$ cat src/rtl/spwm_cmp_pkg.sv
package spwm_cmp_pkg;
  typedef enum logic {SLOPE_FALL = 1'b0, SLOPE_RISE = 1'b1} slope_e;
  localparam int unsigned ARM_COUNT = 2;
  localparam int unsigned ARM_LEFT  = 0;
  localparam int unsigned ARM_RIGHT = 1;
endpackage

$ cat src/rtl/spwm_ref_split.sv
module spwm_ref_split #(
  parameter int unsigned W = 12
) (
  input  logic signed [W-1:0] mod_i,
  output logic signed [W-1:0] ref_left_o,
  output logic signed [W-1:0] ref_right_o
);
  localparam logic signed [W-1:0] MOST_NEG = {1'b1, {(W-1){1'b0}}};
  localparam logic signed [W-1:0] MOST_POS = {1'b0, {(W-1){1'b1}}};

  function automatic logic signed [W-1:0] neg_sat(input logic signed [W-1:0] v);
    if (v == MOST_NEG) return MOST_POS;
    return -v;
  endfunction

  assign ref_left_o  = mod_i;
  assign ref_right_o = neg_sat(mod_i);
endmodule

$ cat src/rtl/spwm_arm_lock.sv
module spwm_arm_lock #(
  parameter int unsigned W = 12
) (
  input  logic               clk_i,
  input  logic               rst_ni,
  input  logic signed [W-1:0] car_i,
  input  logic               rising_i,
  input  logic               rise_end_i,
  input  logic               fall_end_i,
  input  logic signed [W-1:0] ref_i,
  output logic               pwm_o
);
  import spwm_cmp_pkg::*;

  function automatic logic want_level(input logic signed [W-1:0] r,
                                      input logic signed [W-1:0] c);
    return (r > c);
  endfunction

  logic pwm_q, rise_lock_q, fall_lock_q;
  logic want_w, differ_w, lock_sel_w, flip_w;
  slope_e slope_w;

  assign slope_w    = rising_i ? SLOPE_RISE : SLOPE_FALL;
  assign want_w     = want_level(ref_i, car_i);
  assign differ_w   = (want_w != pwm_q);
  assign lock_sel_w = (slope_w == SLOPE_RISE) ? rise_lock_q : fall_lock_q;
  assign flip_w     = differ_w && !lock_sel_w;
  assign pwm_o      = flip_w ? want_w : pwm_q;

  always_ff @(posedge clk_i or negedge rst_ni) begin
    if (!rst_ni) begin
      pwm_q       <= 1'b0;
      rise_lock_q <= 1'b0;
      fall_lock_q <= 1'b0;
    end else begin
      pwm_q <= pwm_o;
      if (rise_end_i)
        rise_lock_q <= 1'b0;
      else if (flip_w && slope_w == SLOPE_RISE)
        rise_lock_q <= 1'b1;
      if (fall_end_i)
        fall_lock_q <= 1'b0;
      else if (flip_w && slope_w == SLOPE_FALL)
        fall_lock_q <= 1'b1;
    end
  end


  one_rise_chk: assert property (@(posedge clk_i) disable iff (!rst_ni)
    (rising_i && rise_lock_q) |-> (pwm_o == pwm_q));

  one_fall_chk: assert property (@(posedge clk_i) disable iff (!rst_ni)
    (!rising_i && fall_lock_q) |-> (pwm_o == pwm_q));

  rise_clr_chk: assert property (@(posedge clk_i) disable iff (!rst_ni)
    rise_end_i |=> !rise_lock_q);

  fall_clr_chk: assert property (@(posedge clk_i) disable iff (!rst_ni)
    fall_end_i |=> !fall_lock_q);

  rise_set_chk: assert property (@(posedge clk_i) disable iff (!rst_ni)
    (pwm_o != pwm_q && rising_i && !rise_end_i && !fall_end_i) |=>
      (rise_lock_q && fall_lock_q == $past(fall_lock_q)));

  hold_chk: assert property (@(posedge clk_i) disable iff (!rst_ni)
    (pwm_o == pwm_q && !rise_end_i) |=> (rise_lock_q == $past(rise_lock_q)));
endmodule

$ cat src/rtl/spwm_nocomp_cmp.sv
module spwm_nocomp_cmp #(
  parameter int unsigned W = 12
) (
  input  logic               clk_i,
  input  logic               rst_ni,
  input  logic signed [W-1:0] carrier_i,
  input  logic               car_rising_i,
  input  logic               rise_end_i,
  input  logic               fall_end_i,
  input  logic signed [W-1:0] mod_i,
  output logic               pwm_left_o,
  output logic               pwm_right_o
);
  import spwm_cmp_pkg::*;

  localparam logic signed [W-1:0] MOST_NEG = {1'b1, {(W-1){1'b0}}};
  localparam logic signed [W-1:0] MOST_POS = {1'b0, {(W-1){1'b1}}};

  logic signed [W-1:0] ref_w [ARM_COUNT];
  logic [ARM_COUNT-1:0] pwm_w;

  spwm_ref_split #(.W(W)) u_split (
    .mod_i       (mod_i),
    .ref_left_o  (ref_w[ARM_LEFT]),
    .ref_right_o (ref_w[ARM_RIGHT])
  );

  for (genvar a = 0; a < ARM_COUNT; a++) begin : g_arm
    spwm_arm_lock #(.W(W)) u_arm (
      .clk_i      (clk_i),
      .rst_ni     (rst_ni),
      .car_i      (carrier_i),
      .rising_i   (car_rising_i),
      .rise_end_i (rise_end_i),
      .fall_end_i (fall_end_i),
      .ref_i      (ref_w[a]),
      .pwm_o      (pwm_w[a])
    );
  end

  assign pwm_left_o  = pwm_w[ARM_LEFT];
  assign pwm_right_o = pwm_w[ARM_RIGHT];


  ref_neg_chk: assert property (@(posedge clk_i) disable iff (!rst_ni)
    (mod_i != MOST_NEG) |-> ((ref_w[ARM_RIGHT] + mod_i) == '0));

  ref_sat_chk: assert property (@(posedge clk_i) disable iff (!rst_ni)
    (mod_i == MOST_NEG) |-> (ref_w[ARM_RIGHT] == MOST_POS));
endmodule

$ cat config.mk
export PLATFORM = sky130hd
export DESIGN_NAME = spwm_nocomp_cmp
export DESIGN_NICKNAME = d
export VERILOG_FILES = /design/src/rtl/spwm_cmp_pkg.sv /design/src/rtl/spwm_ref_split.sv /design/src/rtl/spwm_arm_lock.sv /design/src/rtl/spwm_nocomp_cmp.sv
export SDC_FILE = /design/constraint.sdc
export NUM_CORES = 1
export LEC_CHECK = 0
export ABC_AREA = 1
export BUFFER_PORTS_ARGS = -buffer_cell sky130_fd_sc_hd__buf_2
export CAP_MARGIN = 20
export CORE_UTILIZATION = 41
export CTS_CLUSTER_SIZE = 24
export DETAILED_ROUTE_END_ITERATION = 8
export HOLD_SLACK_MARGIN = 0.08
export MAX_ROUTING_LAYER = met4
export PLACE_DENSITY = 0.7
export SYNTH_ARGS = -nofsm -noshare
export SYNTH_HDL_FRONTEND = slang
export SYNTH_SLANG_ARGS = --single-unit
$ cat constraint.sdc
create_clock -name clk_i -period 6.1 [get_ports clk_i]
set_clock_uncertainty 0.1 [all_clocks]
set_input_delay 0.915 -clock clk_i [delete_from_list [all_inputs] [get_ports clk_i]]
set_output_delay 0.915 -clock clk_i [all_outputs]
set_load 0.005 [all_outputs]
==> reports/metrics.csv, run 1 <==
metric;value;unit
I/O pins;31;
top_reg_cell synth;dfrtp_1;
Final Hold Viols;0;
number of global-route vias before repair;1182;
die extent in x;57.8;um
GR Overflow Total;0;
CP delay by family, top;simple AND/OR/NAND/NOR gates;
P&R area growth vs syn;16.6;%
top post-synthesis cells by area;ha_1 (25%), nand2_1 (16%), inv_1 (15%);
H-Tree Level Count;1;
initial core utilization;0.447;
Peak VDD IR;0.000101;V
Sink Count;6;
RR Endpoint;g_arm[0].u_arm.pwm_q;
final setup fails;0;
Final Cycle Share;0.730;
YS warnings;0;
Routed WL;2600;um
clock latency on the worst-skew pair;240;ps
Syn Inst Count;209;
Post-synth top cells;nand2_1 (53), inv_1 (50), ha_1 (25);
status;complete, but fails checks;
critical-path cell list;buf_2 -> inv_1 -> ha_1 -> nand4_1 -> nor2_1 -> nand2_1 -> nor3_2 -> inv_2 -> o21ai_0 -> a21oi_1 -> ha_1 -> nand2_1 -> inv_1 -> nand2_1 -> inv_1 -> nand2_1 -> nand3_1 -> nand2_1 -> nand3_2 -> a21oi_1 -> buf_2;
M1 WL;1440;um
post-cts resize count;0;
Final Critical Period;4450;ps
vias;1303;
CP Data Arrival Time;3440;ps
first-pass GRT wire length;4720;um
Util after Layout;0.521;
DRT Pass-1 Iters;6;
post-synth top area share;0.245;
R2R cell count;3;
worst min path class;input pin to async pin;
die height;57.8;um
Avg Cell Area, Syn;6.10;sq um
Seq/Total Area, Yosys;0.118;
Worst Tran Pin Value;267;ps
routed length on met2;1050;um
CTS tree;yes;
share of cells above drive strength 1;0.202;
most frequent cell on the critical path;nand2_1;
DR WL/cell;9.51;um
post-synthesis cell type count;21;
Post-DP HPWL;2320;um
setup TNS;0;ps
drt first-iter violations;47;
Site Rows;19;
register bit total from synthesis;6;
slowest stage delay, CP;330;ps
GR Util All Layers;0.183;
largest net degree at the start of global routing;9;
Fmax;225;MHz
Slew Viols, Final;0;
routability-driven placement congestion ratio;0.854;
total CTS buffers;3;
number of port buffers;30;
Max Cap Violations;0;
post-route ant nets;0;
WS Path Type;input pin to primary output;
setup slack after layout;1650;ps
failing checks;DRC;
total power;0.186;mW
DR top layer;met3;
synthesized area;1270;sq um
Die ar.;3340;sq um
largest area contributor in the netlist;ha_1;
Place WS;1650;ps
Root Driver;clkbuf_4;
PwrDens;125;nW/um^2
Critical R2R Launch;g_arm[0].u_arm.fall_lock_q;
diode count;0;
WP buf/inv;6;
r2r setup slk;5080;ps
P_leak;0.952;nW
Async SR Flop Fraction;1.00;
syn_nets;263;
met3 wire len;104;um
# DRC;2;
fin nets;298;
Longest Clk Path Bufs;2;
WP data required;5080;ps
Post-CTS Setup Bufs;0;
unrepaired setup endpoints after global routing;false;
slowest CP cell;ha_1;
top-count cell post-synth;nand2_1;
Fin Hold WS;381;ps
worst-path fanout max;8;
initial antenna violation count;0;
area of the core;2850;sq um
Worst Setup Start Kind;input pin;
Worst Setup End Kind;primary output;
vias per std cell;4.77;
number of synthesized flops with an enable pin;0;
slew margin rel.;0.820;
Reg clk slew, reported paths;40;ps
Hold Buf Count CTS;0;
## per-stage QoR
step           area, sq um  std cells
2_1_floorplan         1270        209
3_3_place_gp          1460        270
3_5_place_dp          1460        270
4_1_cts               1490        273
5_1_grt               1490        273
6_report              1490        273
## registers in the layout, indices dropped and copies added (netlist names)
name / flops
g_arm.u_arm.fall_lock_q: 2
g_arm.u_arm.pwm_q: 2
g_arm.u_arm.rise_lock_q: 2
## power breakdown
part | leakage, nW | switching [mW] | total, mW | internal (mW)
registers | 0.0738 | 0.00386 | 0.0509 | 0.0470
logic | 0.864 | 0.0574 | 0.0993 | 0.0419
clock network | 0.0138 | 0.0140 | 0.0363 | 0.0222
## cell usage in the layout (no fill, tap or decap), drive strengths merged
master,synthesis,routed
dfrtp,6,6
a21oi,14,14
inv,51,51
ha,25,25
a32o,1,1
buf,0,30
nor2,16,16
a21o,2,2
nand3,14,14
nor3,5,5
clkbuf,0,3
o21ai,5,5
nand4,8,8
nand2,57,57
xor2,2,2
or2,3,3
## kinds of logic after synthesis
logic type / Yosys count / share of synthesized area
adder cells (fa/ha/maj): 25 / 0.245
AND/OR/NAND/NOR: 103 / 0.373
AO/OA/AOI/OAI: 22 / 0.100
buffers and inverters: 51 / 0.150
XOR/XNOR: 2 / 0.0137
flip-flops: 6 / 0.118
## layout make-up
type | count | area (sq um)
Clock buffer | 3 | 22.5
Fill cell | 298 | 1370
Inverter | 51 | 191
Multi-Input combinational cell | 152 | 933
Sequential cell | 6 | 150
Tap cell | 31 | 38.8
Timing Repair Buffer | 30 | 150
## worst max path at each step
stage,startpoint,cells past startpoint,to
final,mod_i[0],21,pwm_right_o
after global routing,mod_i[0],21,pwm_right_o
after CTS,mod_i[0],21,pwm_right_o
after detailed placement,mod_i[0],21,pwm_right_o
after global placement,mod_i[0],18,pwm_right_o
after floorplan,mod_i[0],16,pwm_right_o
## layer usage
| metal | vias to the layer above | GRT usage |
|---|---|---|
| li1 | 733 | - |
| met1 | 543 | 0.257 |
| met2 | 27 | 0.286 |
| met3 | 0 | 0.0268 |
| met4 | 0 | 0.0306 |
| met5 | - | - |
Power figures use the tool's default switching activity.
==> run 2: changes to the inputs <==
--- a/config.mk
+++ b/config.mk
@@ -5,7 +5,7 @@
 export SDC_FILE = /design/constraint.sdc
 export NUM_CORES = 1
 export LEC_CHECK = 0
-export ABC_AREA = 1
+export ABC_AREA = 0
 export BUFFER_PORTS_ARGS = -buffer_cell sky130_fd_sc_hd__buf_2
 export CAP_MARGIN = 20
 export CORE_UTILIZATION = 41
==> constraint.sdc (replaced) <==
create_clock -name clk_i -period 4.3 [get_ports clk_i]
set_clock_uncertainty 0.1 [all_clocks]
set_input_delay 0.645 -clock clk_i [delete_from_list [all_inputs] [get_ports clk_i]]
set_output_delay 0.645 -clock clk_i [all_outputs]
set_load 0.005 [all_outputs]
==> run 2 against run 1 <==
  * Global-route usage is 4.2 points higher
  * Power is 44% higher
  * Synthesized cell count is 27% lower
  * Sequential power is 61% higher
  * Sequential share of layout area is 0.24 points higher
  * Core utilization is 0.37 points lower
  * Non-clock buffer count is 1 higher
  * The flow still finishes with violations (DRC)
  * Wire length is 24% higher
==> reports/metrics.csv, run 2 <==
metric;value;unit
Site Rows;19;
YS warnings;0;
PwrDens;185;nW/um^2
Worst Setup Start Kind;input pin;
CP Data Arrival Time;3300;ps
top_reg_cell synth;dfrtp_1;
vias;1291;
slowest CP cell;or4_4;
first-pass GRT wire length;5640;um
WP data required;3560;ps
P&R area growth vs syn;17.4;%
Reg clk slew, reported paths;40;ps
WP buf/inv;2;
total CTS buffers;3;
Root Driver;clkbuf_4;
Worst Tran Pin Value;660;ps
status;complete, but fails checks;
Syn Inst Count;153;
top post-synthesis cells by area;ha_1 (25%), dfrtp_1 (12%), inv_1 (5.8%);
Hold Buf Count CTS;0;
Post-CTS Setup Bufs;0;
P_sw;0.105;mW
largest area contributor in the netlist;ha_1;
drt first-iter violations;36;
Critical R2R Launch;g_arm[1].u_arm.pwm_q;
slowest stage delay, CP;590;ps
internal power;0.163;mW
initial antenna violation count;0;
largest net degree at the start of global routing;10;
share of cells above drive strength 1;0.220;
routability-driven placement congestion ratio;0.905;
register bit total from synthesis;6;
Routed WL;3210;um
Post-synth top cells;ha_1 (25), inv_1 (19), nand2_1 (18);
FILL cells;273;
WP depth;11;
most frequent cells in the layout;buf_2 (30), ha_1 (25), inv_1 (19);
unrepaired setup endpoints after global routing;false;
most common cell after layout, fill and taps aside;buf_2;
clock power share;0.181;
number of port buffers;30;
final setup fails;0;
die height;56.9;um
GR Overflow Total;0;
Die ar.;3240;sq um
initial core utilization;0.441;
DR WL/cell;14.8;um
most frequent cell on the critical path;buf_2;
Final Hold Viols;0;
post-synthesis cell type count;38;
P_leak;0.757;nW
placed cell count;214;
# DRC;4;
slew margin rel.;0.560;
clock latency on the worst-skew pair;240;ps
number of global-route vias before repair;1299;
Net Sw Frac;0.392;
Post-DP HPWL;2830;um
vias per std cell;5.95;
Logic pwr share;0.512;
die extent in x;56.9;um
number of synthesized flops with an enable pin;0;
worst min path class;input pin to async pin;
worst-path fanout max;8;
syn_nets;207;
Seq pwr share;0.307;
CTS tree;yes;
Async SR Flop Fraction;1.00;
Slew Viols, Final;0;
setup TNS;0;ps
area of the core;2810;sq um
Peak VDD IR;0.000227;V
post-route ant nets;0;
Max Cap Violations;0;
Fmax;247;MHz
GR Util All Layers;0.225;
failing checks;DRC;
Largest regs;g_arm.u_arm.fall_lock_q (2), g_arm.u_arm.pwm_q (2), g_arm.u_arm.rise_lock_q (2);
critical-path cell list;buf_2 -> or4_4 -> nor4_4 -> nand3_2 -> nand2_1 -> ha_1 -> a21o_1 -> a21oi_1 -> a31oi_1 -> mux2_2 -> buf_2;
Longest Clk Path Bufs;2;
Final Critical Period;4040;ps
r2r setup slk;3040;ps
post-cts resize count;0;
fin cells;217;
Final Cycle Share;0.941;
synthesized area;1240;sq um
Avg Cell Area, Syn;8.08;sq um
top-count cell post-synth;ha_1;
Seq/Total Area, Yosys;0.121;
fin nets;242;
I/O pins;31;
CP delay by family, top;simple AND/OR/NAND/NOR gates;
Sink Count;6;
worst setup path startpoint;mod_i[5];
post-synth top area share;0.253;
register area;150;sq um
Worst Setup End Kind;primary output;
WS Path Type;input pin to primary output;
Multi-input gate area;1010;sq um
diode count;0;
R2R cell count;2;
H-Tree Level Count;1;
DRT Pass-1 Iters;6;
-- run 2: changes by cell type after synthesis, sizes merged, moves of 3 or more --
cell	delta
nand2	-39
inv	-32
nand3	-10
nor2	-9
mux2i	+5
a2111o	+4
a31oi	+4
xor2	+4
a21oi	-3
a32o	+3
nor3	-3
nor4	+3
or4	+3
-- run 2: cell type report --
class                           instances  area share
Multi-Input combinational cell        127       0.697
Clock buffer                            3      0.0155
Sequential cell                         6       0.103
Timing Repair Buffer                   31       0.109
Tap cell                               31      0.0267
Inverter                               19      0.0491
-- run 2: worst paths after layout --
path | end
hold / removal | g_arm[1].u_arm.fall_lock_q
setup reg to reg | g_arm[1].u_arm.fall_lock_q
max in group asynchronous | g_arm[0].u_arm.pwm_q
hold reg to reg | g_arm[0].u_arm.fall_lock_q
setup / recovery | pwm_right_o
min in group clk_i | g_arm[0].u_arm.fall_lock_q
-- run 2: per-stage QoR --
stage                     instance area [sq um]  setup slack, ps  power [mW]   util  hold slack (ps)
after floorplan                            1240              557       0.167      -              249
after global placement                     1430              345       0.212  0.509              368
after detailed placement                   1430              289       0.219  0.509              373
after CTS                                  1450              280       0.270  0.517              119
after global routing                       1450             86.2       0.296  0.517              121
final                                      1450              256       0.268  0.517              121
-- run 2: per-layer routing --
layer,part of all wire,vias up,global-route usage
li1,-,651,-
met1,0.46,603,0.281
met2,0.49,31,0.390
met3,0.027,6,0.0300
met4,0.016,0,0.0418
met5,0,-,-
-- run 2: cells by family after synthesis --
| group | count (synthesis) | share of synthesized area |
|---|---|---|
| flops | 6 | 0.121 |
| mux | 7 | 0.0587 |
| fa+ha+maj | 25 | 0.253 |
| buf+inv | 20 | 0.0607 |
| simple gates | 52 | 0.245 |
| xor+xnor | 7 | 0.0496 |
| compound gates | 36 | 0.212 |
-- run 2: power groups by stage --
stage	Clock, mW	Sequential [mW]	Combinational [mW]
final	0.0486	0.0822	0.137
after detailed placement	0	0.0825	0.136
after global placement	0	0.0822	0.129
after CTS	0.0509	0.0818	0.137
after floorplan	0	0.0760	0.0914
after global routing	0.0545	0.0844	0.157
==> run 3: changes to the inputs <==
--- a/config.mk
+++ b/config.mk
@@ -8,12 +8,11 @@
 export ABC_AREA = 0
 export BUFFER_PORTS_ARGS = -buffer_cell sky130_fd_sc_hd__buf_2
 export CAP_MARGIN = 20
-export CORE_UTILIZATION = 41
+export CORE_UTILIZATION = 54
 export CTS_CLUSTER_SIZE = 24
 export DETAILED_ROUTE_END_ITERATION = 8
-export HOLD_SLACK_MARGIN = 0.08
 export MAX_ROUTING_LAYER = met4
-export PLACE_DENSITY = 0.7
+export PLACE_DENSITY = 0.87
 export SYNTH_ARGS = -nofsm -noshare
 export SYNTH_HDL_FRONTEND = slang
 export SYNTH_SLANG_ARGS = --single-unit
==> run 3 against run 2 <==
  * The run now ends clean
  * Cell count fell by 1.8%
  * Sequential cell count did not move
  * Global-route usage rose by 6.8 points
  * Via count rose by 2.1%
  * Fmax fell by 0.13%
  * Combinational power barely moved
  * Non-clock buffer count did not move
  * Wire length fell by 1.1%
  * Largest cell class unchanged
  * Sequential power rose by 2%
  * Count of clock-buffer cells in the layout did not move
  * First-iteration DRC count rose by 5.6%
  * Critical endpoint unchanged
==> reports/metrics.csv, run 3 (synthesized netlist as in run 2, its figures left out) <==
metric;value;unit
fin cells;213;
r2r setup slk;3010;ps
design area;1450;sq um
number of global-route vias before repair;1310;
Critical R2R Launch;g_arm[1].u_arm.pwm_q;
Die ar.;2480;sq um
worst-path fanout max;8;
final setup fails;0;
Post-CTS Setup Bufs;0;
drt first-iter violations;38;
Longest Clk Path Bufs;2;
Hold Buf Count CTS;0;
Slew Viols, Final;0;
setup TNS;0;ps
number of port buffers;30;
Worst Setup End Kind;primary output;
slew margin rel.;0.541;
area of the core;2060;sq um
routability-driven placement congestion ratio;0.911;
DRT Pass-1 Iters;4;
CTS tree;yes;
met3 wire len;133;um
placed cell count;210;
Largest regs;g_arm.u_arm.fall_lock_q (2), g_arm.u_arm.pwm_q (2), g_arm.u_arm.rise_lock_q (2);
R2R cell count;2;
critical-path cell list;buf_2 -> or4_4 -> nor4_4 -> nand3_2 -> nand2_1 -> ha_1 -> a21o_1 -> a21oi_1 -> a31oi_1 -> mux2_2 -> buf_2;
Final Critical Period;4050;ps
Site Rows;16;
# DRC;0;
WP data required;3560;ps
DR top layer;met4;
first-pass GRT wire length;5440;um
H-Tree Level Count;1;
Worst Setup Start Kind;input pin;
GR Overflow Total;0;
P&R area growth vs syn;17.0;%
WP depth;11;
Fmax;247;MHz
routed length on met2;1570;um
initial antenna violation count;0;
worst min path class;input pin to async pin;
Routed WL;3180;um
Sink Count;6;
total power;0.272;mW
Fin Hold WS;117;ps
M1 WL;1430;um
GR Util All Layers;0.293;
diode count;0;
most common cell after layout, fill and taps aside;buf_2;
largest net degree at the start of global routing;10;
RR Endpoint;g_arm[1].u_arm.rise_lock_q;
setup slack after layout;251;ps
placed cell areas;1420;sq um
DR WL/cell;14.9;um
WP buf/inv;2;
Final Hold Viols;0;
share of cells above drive strength 1;0.220;
vias per std cell;6.19;
clock latency on the worst-skew pair;250;ps
status;finished clean;
FILL cells;179;
fin nets;242;
total CTS buffers;3;
PwrDens;188;nW/um^2
most frequent cell on the critical path;buf_2;
Root Driver;clkbuf_4;
P_leak;0.757;nW
post-route ant nets;0;
post-cts resize count;0;
Final Cycle Share;0.942;
slowest CP cell;or4_4;
I/O pins;31;
WS Path Type;input pin to primary output;
Peak VDD IR;0.000199;V
initial core utilization;0.600;
most frequent cells in the layout;buf_2 (30), ha_1 (25), inv_1 (19);
vias;1318;
Reg clk slew, reported paths;40;ps
die extent in x;49.8;um
Max Cap Violations;0;
CP Data Arrival Time;3300;ps
Util after Layout;0.701;
Worst Tran Pin Value;686;ps
Post-DP HPWL;2620;um
unrepaired setup endpoints after global routing;false;
Place WS;311;ps
die height;49.8;um
CP delay by family, top;simple AND/OR/NAND/NOR gates;
slowest stage delay, CP;590;ps
## run 3: cell counts in the layout (fill, tap and decap cells not counted)
No cell type changed its count.
## run 3: how the worst max path moves through the flow
stage / from / endpoint
final: mod_i[5] / pwm_right_o
after global routing: mod_i[5] / pwm_right_o
after CTS: mod_i[5] / pwm_right_o
after detailed placement: mod_i[5] / pwm_right_o
after global placement: mod_i[5] / pwm_right_o
after floorplan: mod_i[5] / pwm_right_o
## run 3: cell type report
class / count / area, sq um / share of cell area
multi-input cells: 127 / 1010 / 0.699
flip-flops and latches: 6 / 150 / 0.104
repair buffers: 31 / 158 / 0.109
inverters: 19 / 71.3 / 0.0493
well taps: 27 / 33.8 / 0.0234
clock buffers: 3 / 22.5 / 0.0156
## run 3: metal layers
metal / vias to the layer above / GRT usage
li1: 650 / -
met5: - / -
met1: 619 / 0.346
met3: 4 / 0.0556
met2: 45 / 0.505
met4: 0 / 0.0762
## run 3: power by group
group	total [mW]	switching (mW)	internal (mW)	leakage (nW)
sequential	0.0838	0.0148	0.0690	0.0739
combinational	0.136	0.0736	0.0626	0.669
clock	0.0522	0.0207	0.0316	0.0138
total	0.272	0.109	0.163	0.757
## run 3: worst register-to-register path: cells and delay by family, from the launching register on
kind          cells  cell delay (ps)
simple gates      2              660
flops             1              460
